$ cat src/rtl/adc_seq_pkg.sv
package adc_seq_pkg;

  typedef enum logic [2:0] {
    S_IDLE,
    S_OPEN,
    S_SAMP,
    S_CONV,
    S_DRAIN
  } seq_state_e;

  localparam int ADDR_W = 6;
  localparam int REG_W  = 32;

  localparam logic [ADDR_W-1:0] A_CTRL     = 6'h00;
  localparam logic [ADDR_W-1:0] A_MASK     = 6'h01;
  localparam logic [ADDR_W-1:0] A_STAT     = 6'h02;
  localparam logic [1:0]        A_CFG_PAGE = 2'b01;
  localparam logic [1:0]        A_DLY_PAGE = 2'b10;

  localparam logic [REG_W-1:0] STAT_IDLE = 32'h10;
  localparam logic [REG_W-1:0] STAT_BUSY = 32'h20;

  localparam int CFG_AVG_LSB  = 4;
  localparam int CFG_CONT_BIT = 8;
  localparam int DLY_SMP_LSB  = 24;

endpackage

$ cat src/rtl/adc_seq_regs.sv
module adc_seq_regs
  import adc_seq_pkg::*;
#(
  parameter int N_STEPS = 16,
  parameter int N_LINES = 8,
  parameter int OPEN_W  = 18,
  parameter int SAMP_W  = 8,
  parameter int AVG_W   = 3,
  localparam int STEP_W = $clog2(N_STEPS),
  localparam int SEL_W  = $clog2(N_LINES),
  localparam int MASK_W = N_STEPS + 1
) (
  input  logic              clk,
  input  logic              rst,
  input  logic              we,
  input  logic [ADDR_W-1:0] addr,
  input  logic [REG_W-1:0]  wdata,
  output logic [REG_W-1:0]  rdata,
  input  logic              mask_clr,
  input  logic              busy,
  input  logic [STEP_W-1:0] cur_step,
  output logic              mod_en,
  output logic [MASK_W-1:0] mask,
  output logic [SEL_W-1:0]  line_a [N_STEPS],
  output logic [AVG_W-1:0]  avg_a  [N_STEPS],
  output logic              cont_a [N_STEPS],
  output logic [OPEN_W-1:0] open_a [N_STEPS],
  output logic [SAMP_W-1:0] samp_a [N_STEPS]
);

  logic             mask_wr;
  logic [REG_W-1:0] rd_word;
  logic [STEP_W-1:0] ridx;
  logic             unused_wbits;

  assign mask_wr      = we && (addr == A_MASK);
  assign ridx         = addr[STEP_W-1:0];
  assign unused_wbits = ^wdata;

  always_ff @(posedge clk) begin
    if (rst) begin
      mod_en <= 1'b0;
      mask   <= '0;
    end else begin
      if (we && addr == A_CTRL) mod_en <= wdata[0];
      if (mask_clr)             mask   <= '0;
      if (mask_wr)              mask   <= wdata[MASK_W-1:0];
    end
  end

  for (genvar g = 0; g < N_STEPS; g++) begin : g_step
    localparam logic [ADDR_W-1:0] CFG_A = {A_CFG_PAGE, 4'(g)};
    localparam logic [ADDR_W-1:0] DLY_A = {A_DLY_PAGE, 4'(g)};
    always_ff @(posedge clk) begin
      if (rst) begin
        line_a[g] <= '0;
        avg_a[g]  <= '0;
        cont_a[g] <= 1'b0;
        open_a[g] <= '0;
        samp_a[g] <= '0;
      end else if (we) begin
        if (addr == CFG_A) begin
          line_a[g] <= wdata[SEL_W-1:0];
          avg_a[g]  <= wdata[CFG_AVG_LSB +: AVG_W];
          cont_a[g] <= wdata[CFG_CONT_BIT];
        end
        if (addr == DLY_A) begin
          open_a[g] <= wdata[OPEN_W-1:0];
          samp_a[g] <= wdata[DLY_SMP_LSB +: SAMP_W];
        end
      end
    end
  end

  always_comb begin
    rd_word = '0;
    if (addr == A_CTRL) begin
      rd_word[0] = mod_en;
    end else if (addr == A_MASK) begin
      rd_word[MASK_W-1:0] = mask;
    end else if (addr == A_STAT) begin
      rd_word = busy ? (STAT_BUSY | REG_W'(cur_step)) : STAT_IDLE;
    end else if (addr[5:4] == A_CFG_PAGE && int'(addr[3:0]) < N_STEPS) begin
      rd_word[SEL_W-1:0]              = line_a[ridx];
      rd_word[CFG_AVG_LSB +: AVG_W]   = avg_a[ridx];
      rd_word[CFG_CONT_BIT]           = cont_a[ridx];
    end else if (addr[5:4] == A_DLY_PAGE && int'(addr[3:0]) < N_STEPS) begin
      rd_word[OPEN_W-1:0]             = open_a[ridx];
      rd_word[DLY_SMP_LSB +: SAMP_W]  = samp_a[ridx];
    end
  end

  always_ff @(posedge clk) begin
    if (rst) rdata <= '0;
    else     rdata <= rd_word;
  end


  mask_clear_chk: assert property (@(posedge clk) disable iff (rst)
    (mask_clr && !mask_wr) |=> (mask == '0));

endmodule

$ cat src/rtl/adc_seq_acc.sv
module adc_seq_acc #(
  parameter int DATA_W  = 12,
  parameter int AVG_W   = 3,
  parameter int MAX_AVG = 4,
  parameter int STEP_W  = 4,
  localparam int ACC_W  = DATA_W + MAX_AVG,
  localparam int CNT_W  = MAX_AVG + 1
) (
  input  logic              clk,
  input  logic              rst,
  input  logic              clr,
  input  logic              add,
  input  logic [DATA_W-1:0] data,
  input  logic [AVG_W-1:0]  avg,
  input  logic [STEP_W-1:0] step,
  output logic              last,
  output logic              res_valid,
  output logic [STEP_W-1:0] res_step,
  output logic [DATA_W-1:0] res_data
);

  logic [ACC_W-1:0] sum_q, sum_nx, mean;
  logic [CNT_W-1:0] cnt_q, need;

  assign need   = CNT_W'(1) << avg;
  assign last   = (cnt_q + CNT_W'(1)) == need;
  assign sum_nx = sum_q + ACC_W'(data);
  assign mean   = sum_nx >> avg;

  always_ff @(posedge clk) begin
    if (rst) begin
      sum_q     <= '0;
      cnt_q     <= '0;
      res_valid <= 1'b0;
      res_step  <= '0;
      res_data  <= '0;
    end else begin
      res_valid <= 1'b0;
      if (add) begin
        if (last) begin
          res_valid <= 1'b1;
          res_step  <= step;
          res_data  <= mean[DATA_W-1:0];
          sum_q     <= '0;
          cnt_q     <= '0;
        end else begin
          sum_q <= sum_nx;
          cnt_q <= cnt_q + CNT_W'(1);
        end
      end else if (clr) begin
        sum_q <= '0;
        cnt_q <= '0;
      end
    end
  end


  result_after_conv_chk: assert property (@(posedge clk) disable iff (rst)
    res_valid |-> $past(add));


  smp_cnt_bound_chk: assert property (@(posedge clk) disable iff (rst)
    cnt_q < CNT_W'(1 << MAX_AVG));

endmodule

$ cat src/rtl/adc_seq_ctl.sv
module adc_seq_ctl
  import adc_seq_pkg::*;
#(
  parameter int N_STEPS = 16,
  parameter int N_LINES = 8,
  parameter int OPEN_W  = 18,
  parameter int SAMP_W  = 8,
  parameter int AVG_W   = 3,
  parameter int MAX_AVG = 4,
  localparam int STEP_W = $clog2(N_STEPS),
  localparam int SEL_W  = $clog2(N_LINES),
  localparam int MASK_W = N_STEPS + 1,
  localparam int CNT_W  = (OPEN_W > SAMP_W) ? OPEN_W : SAMP_W
) (
  input  logic              clk,
  input  logic              rst,
  input  logic              mod_en,
  input  logic              start,
  input  logic [MASK_W-1:0] mask,
  input  logic [SEL_W-1:0]  line_a [N_STEPS],
  input  logic [AVG_W-1:0]  avg_a  [N_STEPS],
  input  logic              cont_a [N_STEPS],
  input  logic [OPEN_W-1:0] open_a [N_STEPS],
  input  logic [SAMP_W-1:0] samp_a [N_STEPS],
  input  logic              conv_done,
  input  logic              last_smp,
  output logic              busy,
  output logic [STEP_W-1:0] cur_step,
  output logic [SEL_W-1:0]  mux_sel,
  output logic              conv_req,
  output logic              mask_clr,
  output logic              acc_clr,
  output logic              acc_add,
  output logic [AVG_W-1:0]  eff_avg
);

  seq_state_e        state_q, state_d;
  logic [CNT_W-1:0]  cnt_q, cnt_d;
  logic [STEP_W-1:0] step_q, step_d;
  logic              first_ok, nxt_ok, ent_go;
  logic [STEP_W-1:0] first_idx, nxt_idx, ent_idx;

  assign busy     = (state_q != S_IDLE);
  assign cur_step = step_q;
  assign acc_add  = (state_q == S_CONV) && conv_done && mod_en;
  assign eff_avg  = (int'(avg_a[step_q]) > MAX_AVG) ? AVG_W'(MAX_AVG) : avg_a[step_q];

  // lowest enabled step overall, and lowest enabled step above the current one
  always_comb begin
    first_ok  = 1'b0;
    first_idx = '0;
    nxt_ok    = 1'b0;
    nxt_idx   = '0;
    for (int i = N_STEPS - 1; i >= 0; i--) begin
      if (mask[i+1]) begin
        first_ok  = 1'b1;
        first_idx = STEP_W'(i);
        if (i > int'(step_q)) begin
          nxt_ok  = 1'b1;
          nxt_idx = STEP_W'(i);
        end
      end
    end
  end

  always_comb begin
    state_d  = state_q;
    cnt_d    = cnt_q;
    step_d   = step_q;
    mask_clr = 1'b0;
    acc_clr  = 1'b0;
    ent_go   = 1'b0;
    ent_idx  = first_idx;
    unique case (state_q)
      S_IDLE: begin
        if (start && mod_en && first_ok) ent_go = 1'b1;
      end
      S_OPEN: begin
        if (!mod_en) begin
          state_d = S_IDLE;
        end else if (cnt_q == CNT_W'(1)) begin
          if (samp_a[step_q] != '0) begin
            state_d = S_SAMP;
            cnt_d   = CNT_W'(samp_a[step_q]);
          end else begin
            state_d = S_CONV;
          end
        end else begin
          cnt_d = cnt_q - CNT_W'(1);
        end
      end
      S_SAMP: begin
        if (!mod_en)                   state_d = S_IDLE;
        else if (cnt_q == CNT_W'(1))   state_d = S_CONV;
        else                           cnt_d   = cnt_q - CNT_W'(1);
      end
      S_CONV: begin
        if (!mod_en) begin
          state_d = conv_done ? S_IDLE : S_DRAIN;
        end else if (conv_done) begin
          if (!last_smp) begin
            if (samp_a[step_q] != '0) begin
              state_d = S_SAMP;
              cnt_d   = CNT_W'(samp_a[step_q]);
            end else begin
              state_d = S_CONV;
            end
          end else if (nxt_ok) begin
            ent_go  = 1'b1;
            ent_idx = nxt_idx;
          end else if (cont_a[step_q] && first_ok) begin
            ent_go  = 1'b1;
          end else begin
            state_d  = S_IDLE;
            mask_clr = !cont_a[step_q];
          end
        end
      end
      S_DRAIN: begin
        if (conv_done) state_d = S_IDLE;
      end
      default: state_d = S_IDLE;
    endcase

    if (ent_go) begin
      step_d  = ent_idx;
      acc_clr = 1'b1;
      if (open_a[ent_idx] != '0) begin
        state_d = S_OPEN;
        cnt_d   = CNT_W'(open_a[ent_idx]);
      end else if (samp_a[ent_idx] != '0) begin
        state_d = S_SAMP;
        cnt_d   = CNT_W'(samp_a[ent_idx]);
      end else begin
        state_d = S_CONV;
      end
    end
  end

  always_ff @(posedge clk) begin
    if (rst) begin
      state_q  <= S_IDLE;
      cnt_q    <= '0;
      step_q   <= '0;
      mux_sel  <= '0;
      conv_req <= 1'b0;
    end else begin
      state_q  <= state_d;
      cnt_q    <= cnt_d;
      step_q   <= step_d;
      mux_sel  <= line_a[step_d];
      conv_req <= (state_d == S_CONV) || (state_d == S_DRAIN);
    end
  end


  drain_req_chk: assert property (@(posedge clk) disable iff (rst)
    (state_q == S_DRAIN) |-> conv_req);


  idle_no_req_chk: assert property (@(posedge clk) disable iff (rst)
    (state_q == S_IDLE) |-> !conv_req);


  mux_hold_chk: assert property (@(posedge clk) disable iff (rst)
    (conv_req && $past(conv_req) && !$past(conv_done)) |-> $stable(mux_sel));


  no_charge_launch_chk: assert property (@(posedge clk) disable iff (rst)
    ((state_q == S_IDLE) && (mask[MASK_W-1:1] == '0)) |=> (state_q == S_IDLE));

endmodule

$ cat src/rtl/adc_step_seq.sv
module adc_step_seq
  import adc_seq_pkg::*;
#(
  parameter int N_STEPS = 16,
  parameter int N_LINES = 8,
  parameter int DATA_W  = 12,
  parameter int OPEN_W  = 18,
  parameter int SAMP_W  = 8,
  parameter int AVG_W   = 3,
  parameter int MAX_AVG = 4,
  localparam int STEP_W = $clog2(N_STEPS),
  localparam int SEL_W  = $clog2(N_LINES),
  localparam int MASK_W = N_STEPS + 1
) (
  input  logic              clk,
  input  logic              rst,
  input  logic              cfg_we,
  input  logic [ADDR_W-1:0] cfg_addr,
  input  logic [REG_W-1:0]  cfg_wdata,
  output logic [REG_W-1:0]  cfg_rdata,
  input  logic              start,
  input  logic              conv_done,
  input  logic [DATA_W-1:0] conv_data,
  output logic [SEL_W-1:0]  mux_sel,
  output logic              conv_req,
  output logic              res_valid,
  output logic [STEP_W-1:0] res_step,
  output logic [DATA_W-1:0] res_data
);

  logic              mod_en, mask_clr, busy, acc_clr, acc_add, last_smp;
  logic [MASK_W-1:0] mask;
  logic [STEP_W-1:0] cur_step;
  logic [AVG_W-1:0]  eff_avg;
  logic [SEL_W-1:0]  line_a [N_STEPS];
  logic [AVG_W-1:0]  avg_a  [N_STEPS];
  logic              cont_a [N_STEPS];
  logic [OPEN_W-1:0] open_a [N_STEPS];
  logic [SAMP_W-1:0] samp_a [N_STEPS];

  adc_seq_regs #(
    .N_STEPS(N_STEPS), .N_LINES(N_LINES), .OPEN_W(OPEN_W),
    .SAMP_W(SAMP_W), .AVG_W(AVG_W)
  ) u_regs (
    .clk(clk), .rst(rst), .we(cfg_we), .addr(cfg_addr), .wdata(cfg_wdata),
    .rdata(cfg_rdata), .mask_clr(mask_clr), .busy(busy), .cur_step(cur_step),
    .mod_en(mod_en), .mask(mask), .line_a(line_a), .avg_a(avg_a),
    .cont_a(cont_a), .open_a(open_a), .samp_a(samp_a)
  );

  adc_seq_ctl #(
    .N_STEPS(N_STEPS), .N_LINES(N_LINES), .OPEN_W(OPEN_W),
    .SAMP_W(SAMP_W), .AVG_W(AVG_W), .MAX_AVG(MAX_AVG)
  ) u_ctl (
    .clk(clk), .rst(rst), .mod_en(mod_en), .start(start), .mask(mask),
    .line_a(line_a), .avg_a(avg_a), .cont_a(cont_a), .open_a(open_a),
    .samp_a(samp_a), .conv_done(conv_done), .last_smp(last_smp),
    .busy(busy), .cur_step(cur_step), .mux_sel(mux_sel), .conv_req(conv_req),
    .mask_clr(mask_clr), .acc_clr(acc_clr), .acc_add(acc_add), .eff_avg(eff_avg)
  );

  adc_seq_acc #(
    .DATA_W(DATA_W), .AVG_W(AVG_W), .MAX_AVG(MAX_AVG), .STEP_W(STEP_W)
  ) u_acc (
    .clk(clk), .rst(rst), .clr(acc_clr), .add(acc_add), .data(conv_data),
    .avg(eff_avg), .step(cur_step), .last(last_smp), .res_valid(res_valid),
    .res_step(res_step), .res_data(res_data)
  );

endmodule

$ cat config.mk
export PLATFORM = sky130hd
export DESIGN_NAME = adc_step_seq
export DESIGN_NICKNAME = d
export VERILOG_FILES = /design/src/rtl/adc_seq_pkg.sv /design/src/rtl/adc_seq_regs.sv /design/src/rtl/adc_seq_acc.sv /design/src/rtl/adc_seq_ctl.sv /design/src/rtl/adc_step_seq.sv
export SDC_FILE = /design/constraint.sdc
export NUM_CORES = 2
export LEC_CHECK = 0
export BUFFER_PORTS_ARGS = -buffer_cell sky130_fd_sc_hd__buf_2
export CAP_MARGIN = 20
export CORE_MARGIN = 4
export CORE_UTILIZATION = 40
export DETAILED_ROUTE_END_ITERATION = 7
export PLACE_DENSITY = 0.58
export SETUP_SLACK_MARGIN = 0.3
export SYNTH_ARGS = -nofsm -noshare
export SYNTH_HDL_FRONTEND = slang
export SYNTH_HIERARCHICAL = 1
export SYNTH_SLANG_ARGS = --single-unit
$ cat constraint.sdc
create_clock -name clk -period 10 [get_ports clk]
set_input_delay 1.5 -clock clk [delete_from_list [all_inputs] [get_ports clk]]
set_output_delay 1.5 -clock clk [all_outputs]
set_load 0.02 [all_outputs]
# ---- Word level (Yosys, flattened, before mapping)
# Index checks and enable logic that the tools add are counted.
dict set report classes {
  addsub 3
  n_bitwise 6
  shifts 2
  order_cmp 20
  n_reduce_logical 54
  n_mux 197
  eq_ne 44
}
# op count
set op_table {}
lappend op_table {{18-bit 2-to-1 mux} 17}
lappend op_table {{4-bit 2-to-1 mux} 52}
lappend op_table {{18-bit binary-select mux with 4-bit select} 2}
lappend op_table {{8-bit binary-select mux with 4-bit select} 3}
lappend op_table {{6-bit by 5-bit equality test with 1-bit output (second input constant)} 16}
lappend op_table {{6-bit equality test (second input constant)} 16}
lappend op_table {{3-bit 2-to-1 mux} 24}
lappend op_table {{8-bit 2-to-1 mux} 9}
lappend op_table {{1-bit 2-to-1 mux} 70}
lappend op_table {{2-bit AND reduction} 33}
lappend op_table {{18-bit one-hot mux with 3 select lines} 1}
lappend op_table {{17-bit 2-to-1 mux} 3}
lappend op_table {{3-bit binary-select mux with 4-bit select} 4}
lappend op_table {{16-bit 2-to-1 mux} 3}
lappend op_table {{4-bit > comparator (first input constant)} 8}
lappend op_table {{5-bit greater-or-equal comparator (second input constant)} 4}
lappend op_table {{4-bit inverter with 5-bit output} 4}
lappend op_table {{18-bit by 1-bit equality test with 1-bit output (second input constant)} 1}
lappend op_table {{18-bit nonzero test} 1}
lappend op_table {{18-bit by 1-bit subtractor with 18-bit output (second input constant)} 1}
lappend op_table {{16-bit by 12-bit adder with 16-bit output} 1}
lappend op_table {{3-bit by 4-bit > comparator with 1-bit output (first input constant)} 4}
lappend op_table {{8-bit nonzero test} 2}
lappend op_table {{16-bit by 3-bit right shift with 12-bit output} 1}
lappend op_table {{other kinds (30)} 46}
dict set report totals {
  inputBits 55
  regBits 645
  out_inout_bits 53
  word_cells 422
}

# ---- Longest topological paths before layout
dict set report depth {
  depth_word 46
  depth_mapped 30
}

# ---- Cells and area by module
# Netlist, hierarchy kept.
# mod n_inst area_per_inst_um2 seq_area_each_um2 cells_per_inst
set modules_own_cells {}
lappend modules_own_cells {adc_seq_regs 1 24338.3 11451.0 2801}
lappend modules_own_cells {adc_seq_ctl 1 9646.8 580.6 1296}
lappend modules_own_cells {adc_seq_acc 1 2955.3 760.7 347}

# ---- Least setup slack after synthesis
# OpenSTA, ideal clock, no wires.
dict set report synth_timing {
  path_kind {register -> register}
  from {register u_ctl.step_q[0] (netlist: u_ctl/cur_step[0])}
  to {register u_ctl.conv_req}
  arrival_time_ns 6.909
  n_path_buf 8
  period_less_slack_ns 6.989
  path_slack_ns 3.011
  stages_incl_launch_ff 25
  setup_time_ns 0.079
  cell_sequence {dfxtp_1 buf_4 buf_2 buf_1 buf_1 mux4_2 mux4_2 nor2b_1 buf_2 a221oi_1 a211oi_1 o22ai_2 inv_2 nand2_1 a21o_1 buf_6 mux2i_1 buf_6 buf_6 mux4_2 a221oi_2 nand4_1 or4_4 a21o_1 a211oi_2}
}
dict set report synth_via {
  word_cells_on_any_way 126
  classes_between {order compare (16); eq/ne (3); shift (1); mux (99); bitwise (2); reduce/logical (5)}
}
# item line
set synth_lines {}
lappend synth_lines {{start: declaration} adc_seq_ctl.sv:39} ;# logic [STEP_W-1:0] step_q, step_d;
lappend synth_lines {{start signal: assignment} adc_seq_ctl.sv:150} ;# step_q <= step_d;
lappend synth_lines {{4-bit inverter with 5-bit output (implied by the code) (*)} adc_seq_ctl.sv:46} ;# assign eff_avg = (int'(avg_a[step_q]) > MAX_AVG) ? AVG_W'(MAX_AVG) : avg_a[step_q];
lappend synth_lines {{3-bit binary-select mux with 4-bit select (*)} adc_seq_ctl.sv:46}
lappend synth_lines {{3-bit 2-to-1 mux (implied by the code) (*) (2 in a row)} adc_seq_ctl.sv:46}
lappend synth_lines {{3-bit > comparator} adc_seq_ctl.sv:46}
lappend synth_lines {{3-bit 2-to-1 mux (*)} adc_seq_ctl.sv:46}
lappend synth_lines {{via eff_avg[2]} adc_step_seq.sv:34} ;# logic [AVG_W-1:0] eff_avg;
lappend synth_lines {{1-bit by 3-bit << shifter with 5-bit output (*)} adc_seq_acc.sv:25} ;# assign need = CNT_W'(1) << avg;
lappend synth_lines {{5-bit equality test (*)} adc_seq_acc.sv:26} ;# assign last = (cnt_q + CNT_W'(1)) == need;
lappend synth_lines {{via last_smp} adc_step_seq.sv:31} ;# logic mod_en, mask_clr, busy, acc_clr, acc_add, last_smp;
lappend synth_lines {{[5 not listed]} --}
lappend synth_lines {{8-bit binary-select mux with 4-bit select} adc_seq_ctl.sv:131} ;# end else if (samp_a[ent_idx] != '0) begin
lappend synth_lines {{8-bit 2-to-1 mux (implied by the code) (2 in a row)} adc_seq_ctl.sv:131}
lappend synth_lines {{8-bit nonzero test} adc_seq_ctl.sv:131}
lappend synth_lines {{1-bit 2-to-1 mux} adc_seq_ctl.sv:131}
lappend synth_lines {{3-bit 2-to-1 mux} adc_seq_ctl.sv:128} ;# if (open_a[ent_idx] != '0) begin
lappend synth_lines {{3-bit 2-to-1 mux (*)} adc_seq_ctl.sv:125} ;# if (ent_go) begin
lappend synth_lines {{3-bit by 2-bit equality test with 1-bit output / 3-bit equality test (equally long branches)} adc_seq_ctl.sv:152} ;# conv_req <= (state_d == S_CONV) || (state_d == S_DRAIN);
lappend synth_lines {{1-bit logical OR (*)} adc_seq_ctl.sv:152}
lappend synth_lines {{end signal: assignment} adc_seq_ctl.sv:152}
lappend synth_lines {{end: declaration} adc_seq_ctl.sv:30} ;# output logic conv_req,
# Mark *: on every way through the listed nets, which the timed path passes. The rest lies on a longest branch. The select of a mux whose other input is x is not followed.
# A chain may end at the register's enable or synchronous reset.

# ---- Worst setup path in the final report
dict set report layout_timing {
  from {register u_ctl.step_q[0] (netlist: u_ctl/cur_step[0])}
  to {register u_ctl.cnt_q[6]}
}
dict set report layout_via {
  word_cells_on_any_way 121
  classes_between {order compare (16); eq/ne (1); shift (1); mux (97); bitwise (2); reduce/logical (4)}
}
# item line
set layout_lines {}
lappend layout_lines {{4-bit inverter with 5-bit output (implied by the code) (*)} adc_seq_ctl.sv:46}
lappend layout_lines {{3-bit binary-select mux with 4-bit select (*)} adc_seq_ctl.sv:46}
lappend layout_lines {{3-bit 2-to-1 mux (implied by the code) (*) (2 in a row)} adc_seq_ctl.sv:46}
lappend layout_lines {{3-bit > comparator} adc_seq_ctl.sv:46}
lappend layout_lines {{3-bit 2-to-1 mux (*)} adc_seq_ctl.sv:46}
lappend layout_lines {{via eff_avg[1]} adc_step_seq.sv:34}
lappend layout_lines {{1-bit by 3-bit << shifter with 5-bit output (*)} adc_seq_acc.sv:25}
lappend layout_lines {{5-bit equality test (*)} adc_seq_acc.sv:26}
lappend layout_lines {{via last_smp} adc_step_seq.sv:31}
lappend layout_lines {{[3 not listed]} --}
lappend layout_lines {{4-bit 2-to-1 mux} adc_seq_ctl.sv:74} ;# unique case (state_q)
lappend layout_lines {{4-bit inverter with 5-bit output (implied by the code)} --}
lappend layout_lines {{8-bit binary-select mux with 4-bit select} {adc_seq_ctl.sv:131, adc_seq_ctl.sv:133}}
lappend layout_lines {{8-bit 2-to-1 mux (implied by the code) (2 in a row)} {adc_seq_ctl.sv:131, adc_seq_ctl.sv:133}}
lappend layout_lines {{8-bit nonzero test} adc_seq_ctl.sv:131}
lappend layout_lines {{18-bit 2-to-1 mux} adc_seq_ctl.sv:131}
lappend layout_lines {{18-bit 2-to-1 mux} adc_seq_ctl.sv:128}
lappend layout_lines {{18-bit 2-to-1 mux (*)} adc_seq_ctl.sv:125}
lappend layout_lines {{end signal: assignment} adc_seq_ctl.sv:149} ;# cnt_q <= cnt_d;
lappend layout_lines {{end: declaration} adc_seq_ctl.sv:38} ;# logic [CNT_W-1:0] cnt_q, cnt_d;
# Marks and branches as above.

==> metrics.txt <==
# TYPE chip_impl_metric gauge
chip_impl_metric{name="critical_path.max_fanout",unit=""} 41
chip_impl_metric{name="total_leakage_power",unit="uW"} 0.0134
chip_impl_info{name="critical_path.endpoint_type",value="flip-flop"} 1
chip_impl_metric{name="initialDrtViolationCount",unit=""} 4781
chip_impl_metric{name="worst_slew_pin_slew",unit="ps"} 1250
chip_impl_metric{name="floorplan.die_area",unit="mm2"} 0.0973
chip_impl_metric{name="post_synth_edffs",unit=""} 0
chip_impl_metric{name="tritoncts_num_sinks",unit=""} 639
chip_impl_metric{name="antenna_cells_inserted",unit=""} 0
chip_impl_info{name="synth_top_cells_by_count",value="sky130_fd_sc_hd__nand2_1 (1096), sky130_fd_sc_hd__dfxtp_1 (639), sky130_fd_sc_hd__a21oi_1 (585)"} 1
chip_impl_metric{name="starting_density",unit="%"} 40.3
chip_impl_metric{name="post_route_cells_drive_above_1_share",unit="%"} 14.5
chip_impl_metric{name="clock_latency",unit="ps"} 650
chip_impl_metric{name="cts_repair_resize_count",unit=""} 0
chip_impl_metric{name="nFillCells",unit=""} 9028
chip_impl_metric{name="vias_per_cell",unit=""} 6.36
chip_impl_metric{name="io_buffers",unit=""} 95
chip_impl_info{name="synthDominantAreaCellType",value="sky130_fd_sc_hd__dfxtp_1"} 1
chip_impl_metric{name="maxSlewViolCount",unit=""} 0
chip_impl_metric{name="final_nets",unit=""} 4370
chip_impl_metric{name="asyncSetResetFlopFracSynth",unit="%"} 0
chip_impl_info{name="synth_top_family_by_area",value="simple AND/OR/NAND/NOR gates"} 1
chip_impl_metric{name="remaining_drc_errors",unit=""} 0
chip_impl_metric{name="vias",unit=""} 35200
chip_impl_info{name="timing.setup.critical_path_class",value="reg2reg"} 1
chip_impl_info{name="hp-class",value="reg2reg"} 1
chip_impl_metric{name="max_stage_delay",unit="ps"} 880
chip_impl_metric{name="power_per_cell_area",unit="mW/mm2"} 141
chip_impl_metric{name="place.gp.congestion",unit=""} 0.915
chip_impl_metric{name="min_period",unit="ps"} 8630
chip_impl_metric{name="synth.lib_cells_used.distinct",unit=""} 104
chip_impl_metric{name="cts-buffers-inserted",unit=""} 74
chip_impl_info{name="synth_flop_cell",value="sky130_fd_sc_hd__dfxtp_1"} 1
chip_impl_metric{name="floorplan.io_pins",unit=""} 108
chip_impl_metric{name="placed_cells",unit=""} 5408
chip_impl_metric{name="netlist.area_leader.share",unit="%"} 34.6
chip_impl_metric{name="clock_tree.htree_level_count",unit=""} 3
chip_impl_metric{name="core_area",unit="mm2"} 0.0917
chip_impl_metric{name="vdd_drop_max",unit="uV"} 125
chip_impl_metric{name="grt_first_pass_wirelength",unit="um"} 218000
chip_impl_info{name="worst_path_max_delay_cell",value="sky130_fd_sc_hd__mux2i_4"} 1
chip_impl_metric{name="maxCapViolCount",unit=""} 0
chip_impl_info{name="synth.most_common_cell",value="sky130_fd_sc_hd__nand2_1"} 1
chip_impl_metric{name="area_share_of_fa_ha_maj_cells_after_synthesis",unit="%"} 0.562
chip_impl_metric{name="finalHoldViolations",unit=""} 0
chip_impl_metric{name="netlist_instances",unit=""} 4444
chip_impl_info{name="top_post_synthesis_cells_by_area",value="sky130_fd_sc_hd__dfxtp_1 (35%), sky130_fd_sc_hd__mux4_2 (12%), sky130_fd_sc_hd__nand2_1 (11%)"} 1
chip_impl_metric{name="grt.total_usage",unit="%"} 29.5
chip_impl_metric{name="setup_violations",unit=""} 0
chip_impl_info{name="grt_setup_unrepaired",value="no"} 1
chip_impl_metric{name="synth_compound_area_share",unit="%"} 18.1
chip_impl_metric{name="post-route-period-util",unit="%"} 86.3
chip_impl_metric{name="synth-xor-area-share",unit="%"} 0.444
chip_impl_metric{name="yosys_warnings",unit=""} 6
chip_impl_info{name="tritoncts_clock_tree",value="done"} 1
chip_impl_metric{name="synthesis.area",unit="mm2"} 0.0369
chip_impl_metric{name="cp.required",unit="ps"} 10560
chip_impl_metric{name="final_hpwl_from_detailed_placement",unit="um"} 89100
chip_impl_metric{name="antenna_found_initial",unit=""} 6
chip_impl_metric{name="path_clk_slew",unit="ps"} 60
chip_impl_metric{name="die_h",unit="um"} 312
chip_impl_metric{name="yosys_register_bits",unit=""} 639
chip_impl_metric{name="fin_setup_tns",unit="ps"} 0
chip_impl_metric{name="cp.arrival",unit="ps"} 9190
chip_impl_metric{name="synth_mux_area_share",unit="%"} 20.0
chip_impl_info{name="cpLargestDelayFamily",value="compound AO/OA/AOI/OAI gates"} 1
chip_impl_metric{name="area_growth_syn_to_layout",unit="%"} 9.72
chip_impl_metric{name="overflow",unit=""} 0
chip_impl_metric{name="cts.repair_timing.setup_buffer_count",unit=""} 0
chip_impl_metric{name="drt_first_pass_iters",unit=""} 6
chip_impl_metric{name="syn-mean-instance-area",unit="um2"} 8.31
chip_impl_metric{name="skew",unit="ps"} 23.6
chip_impl_metric{name="synth-seq-area-share",unit="%"} 34.6
chip_impl_info{name="setup.worst_path.start_class",value="flip-flop"} 1
chip_impl_metric{name="crit_buf_inv",unit=""} 4
chip_impl_metric{name="final-seq-area",unit="mm2"} 0.0128
chip_impl_info{name="clock_tree.root_cell",value="sky130_fd_sc_hd__clkbuf_16"} 1
chip_impl_metric{name="timing.fmax",unit="GHz"} 0.116
chip_impl_metric{name="clockBufferDepth",unit=""} 3
chip_impl_metric{name="stdcell_count",unit=""} 5540
chip_impl_metric{name="largest_net_degree_at_the_start_of_global_routing",unit=""} 194
chip_impl_metric{name="floorplan.die.width",unit="um"} 312
chip_impl_metric{name="core.rowCount",unit=""} 111
chip_impl_info{name="run_status",value="finished, final reports clean"} 1
chip_impl_metric{name="post_synth_simple_gate_area",unit="%"} 20.7
chip_impl_metric{name="via_count_of_the_first_global_routing_pass",unit=""} 32100
chip_impl_metric{name="post_detailed_route_count_of_antenna_violating_nets",unit=""} 0
chip_impl_metric{name="routedWlPerCell",unit="um"} 27.1
chip_impl_metric{name="multi_input_comb_area",unit="mm2"} 0.0224
chip_impl_metric{name="postCtsHoldBufs",unit=""} 0
chip_impl_metric{name="totalWireLength",unit="um"} 150000
chip_impl_metric{name="relSlewSlack",unit="%"} 16.4
chip_impl_info{name="timing.critical_path.cells",value="buf_4, mux4_2, mux4_2, nor2b_1, buf_4, nor2_1, nand4b_1, a41oi_1, o22ai_2, inv_2, nand2_1, a21o_1, mux2i_4, buf_4, nand3_1, a32o_1, a211oi_1, o2111ai_1, o41ai_2, nand2b_2, o21ai_0"} 1
chip_impl_info{name="worst_path_most_repeated_cell",value="sky130_fd_sc_hd__buf_4"} 1
## sequential cells by signal (all words and copies together), names as in the netlist
name             count
u_acc/cnt_q          5
u_acc/res_data      12
u_acc/res_step       4
u_acc/res_valid      1
u_acc/sum_q         16
u_ctl/cnt_q         18
u_ctl/conv_req       1
u_ctl/cur_step       4
u_ctl/mux_sel        3
u_ctl/state_q        3
u_regs/avg_a        48
u_regs/cont_a       16
u_regs/line_a       48
u_regs/mask         17
u_regs/mod_en        1
u_regs/open_a      288
u_regs/rdata        26
u_regs/samp_a      128
## worst reg2reg max path, delay by kind of cell (launching register included)
| kind | cells | cell delay (ps) |
|---|---|---|
| multiplexers | 3 | 2020 |
| AND/OR/NAND/NOR | 6 | 1440 |
| AO/OA/AOI/OAI | 8 | 2950 |
| buffers and inverters | 4 | 1670 |
| flip-flops | 1 | 470 |
## stage by stage
stage	power (uW)	instance area (um2)	worst slack, ps	hold WS (ps)	utilization, %
finish	5730	40500	1370	468	44.2
global route	5890	40500	1060	486	44.2
CTS	5760	40500	1410	467	44.2
detailed placement	3020	38100	1450	458	41.6
global placement	3020	38100	1480	451	41.6
floorplan	2890	37000	3010	443	-
## final cells by class
cell class	count	share of cell area [%]
Sequential cell	639	31.6
Tap cell	1186	3.66
Inverter	34	0.315
Multi-Input combinational cell	3352	55.2
Clock buffer	105	5.31
Clock inverter	26	0.627
Timing Repair Buffer	198	3.35
## cells by family (layout without fill, tap and decap cells)
logic type | Yosys count | after routing
AO/OA/AOI/OAI | 1069 | 1069
XOR/XNOR | 17 | 17
adder cells (fa/ha/maj) | 16 | 16
buffers and inverters | 458 | 363
flip-flops | 639 | 639
multiplexers | 484 | 484
other | 1 | 6
AND/OR/NAND/NOR | 1760 | 1760
## where the power goes
part / total, uW / internal [uW] / switching (uW)
Clock: 2750 / 1580 / 1170
Combinational: 413 / 111 / 302
Sequential: 2560 / 2550 / 8.46
Total: 5730 / 4250 / 1480
## worst paths after layout
path	start	end	slack (ps)	depth (start not counted)
worst max register to register	u_ctl/cur_step[0]	u_ctl/cnt_q[6]	1370	21
worst max-delay path	u_ctl/cur_step[0]	u_ctl/cnt_q[6]	1370	21
worst min-delay path	u_regs/open_a[2]	u_regs/open_a[2]	470	2
worst min register to register	u_regs/open_a[2]	u_regs/open_a[2]	470	2
## cells in the final DEF, fill, tap and decap left out, drive strengths merged, types with 19 or more instances in the layout
cell type  instances
nand4             27
buf              197
nor3              53
and3              24
dfxtp            639
mux2i            260
o211ai            21
a22oi             46
clkinv            19
a22o              32
a31oi             25
nor3b             23
inv               35
nor4              25
a221oi            24
clkbuf           106
o22ai             24
nand3            189
o21ai             97
o2111ai           38
mux4             200
a21oi            587
mux2              24
nor2b             40
a211oi            45
nand2           1096
nor2             214
## routing by layer
layer	vias up	GRT usage [%]	share of wire, %
met5	-	0	0.033
met4	8	13.4	5.4
met3	443	6.54	11
met2	2072	45.5	44
met1	17000	39.7	40
li1	15700	-	-
Note: power is estimated with default switching activity, not from simulation.
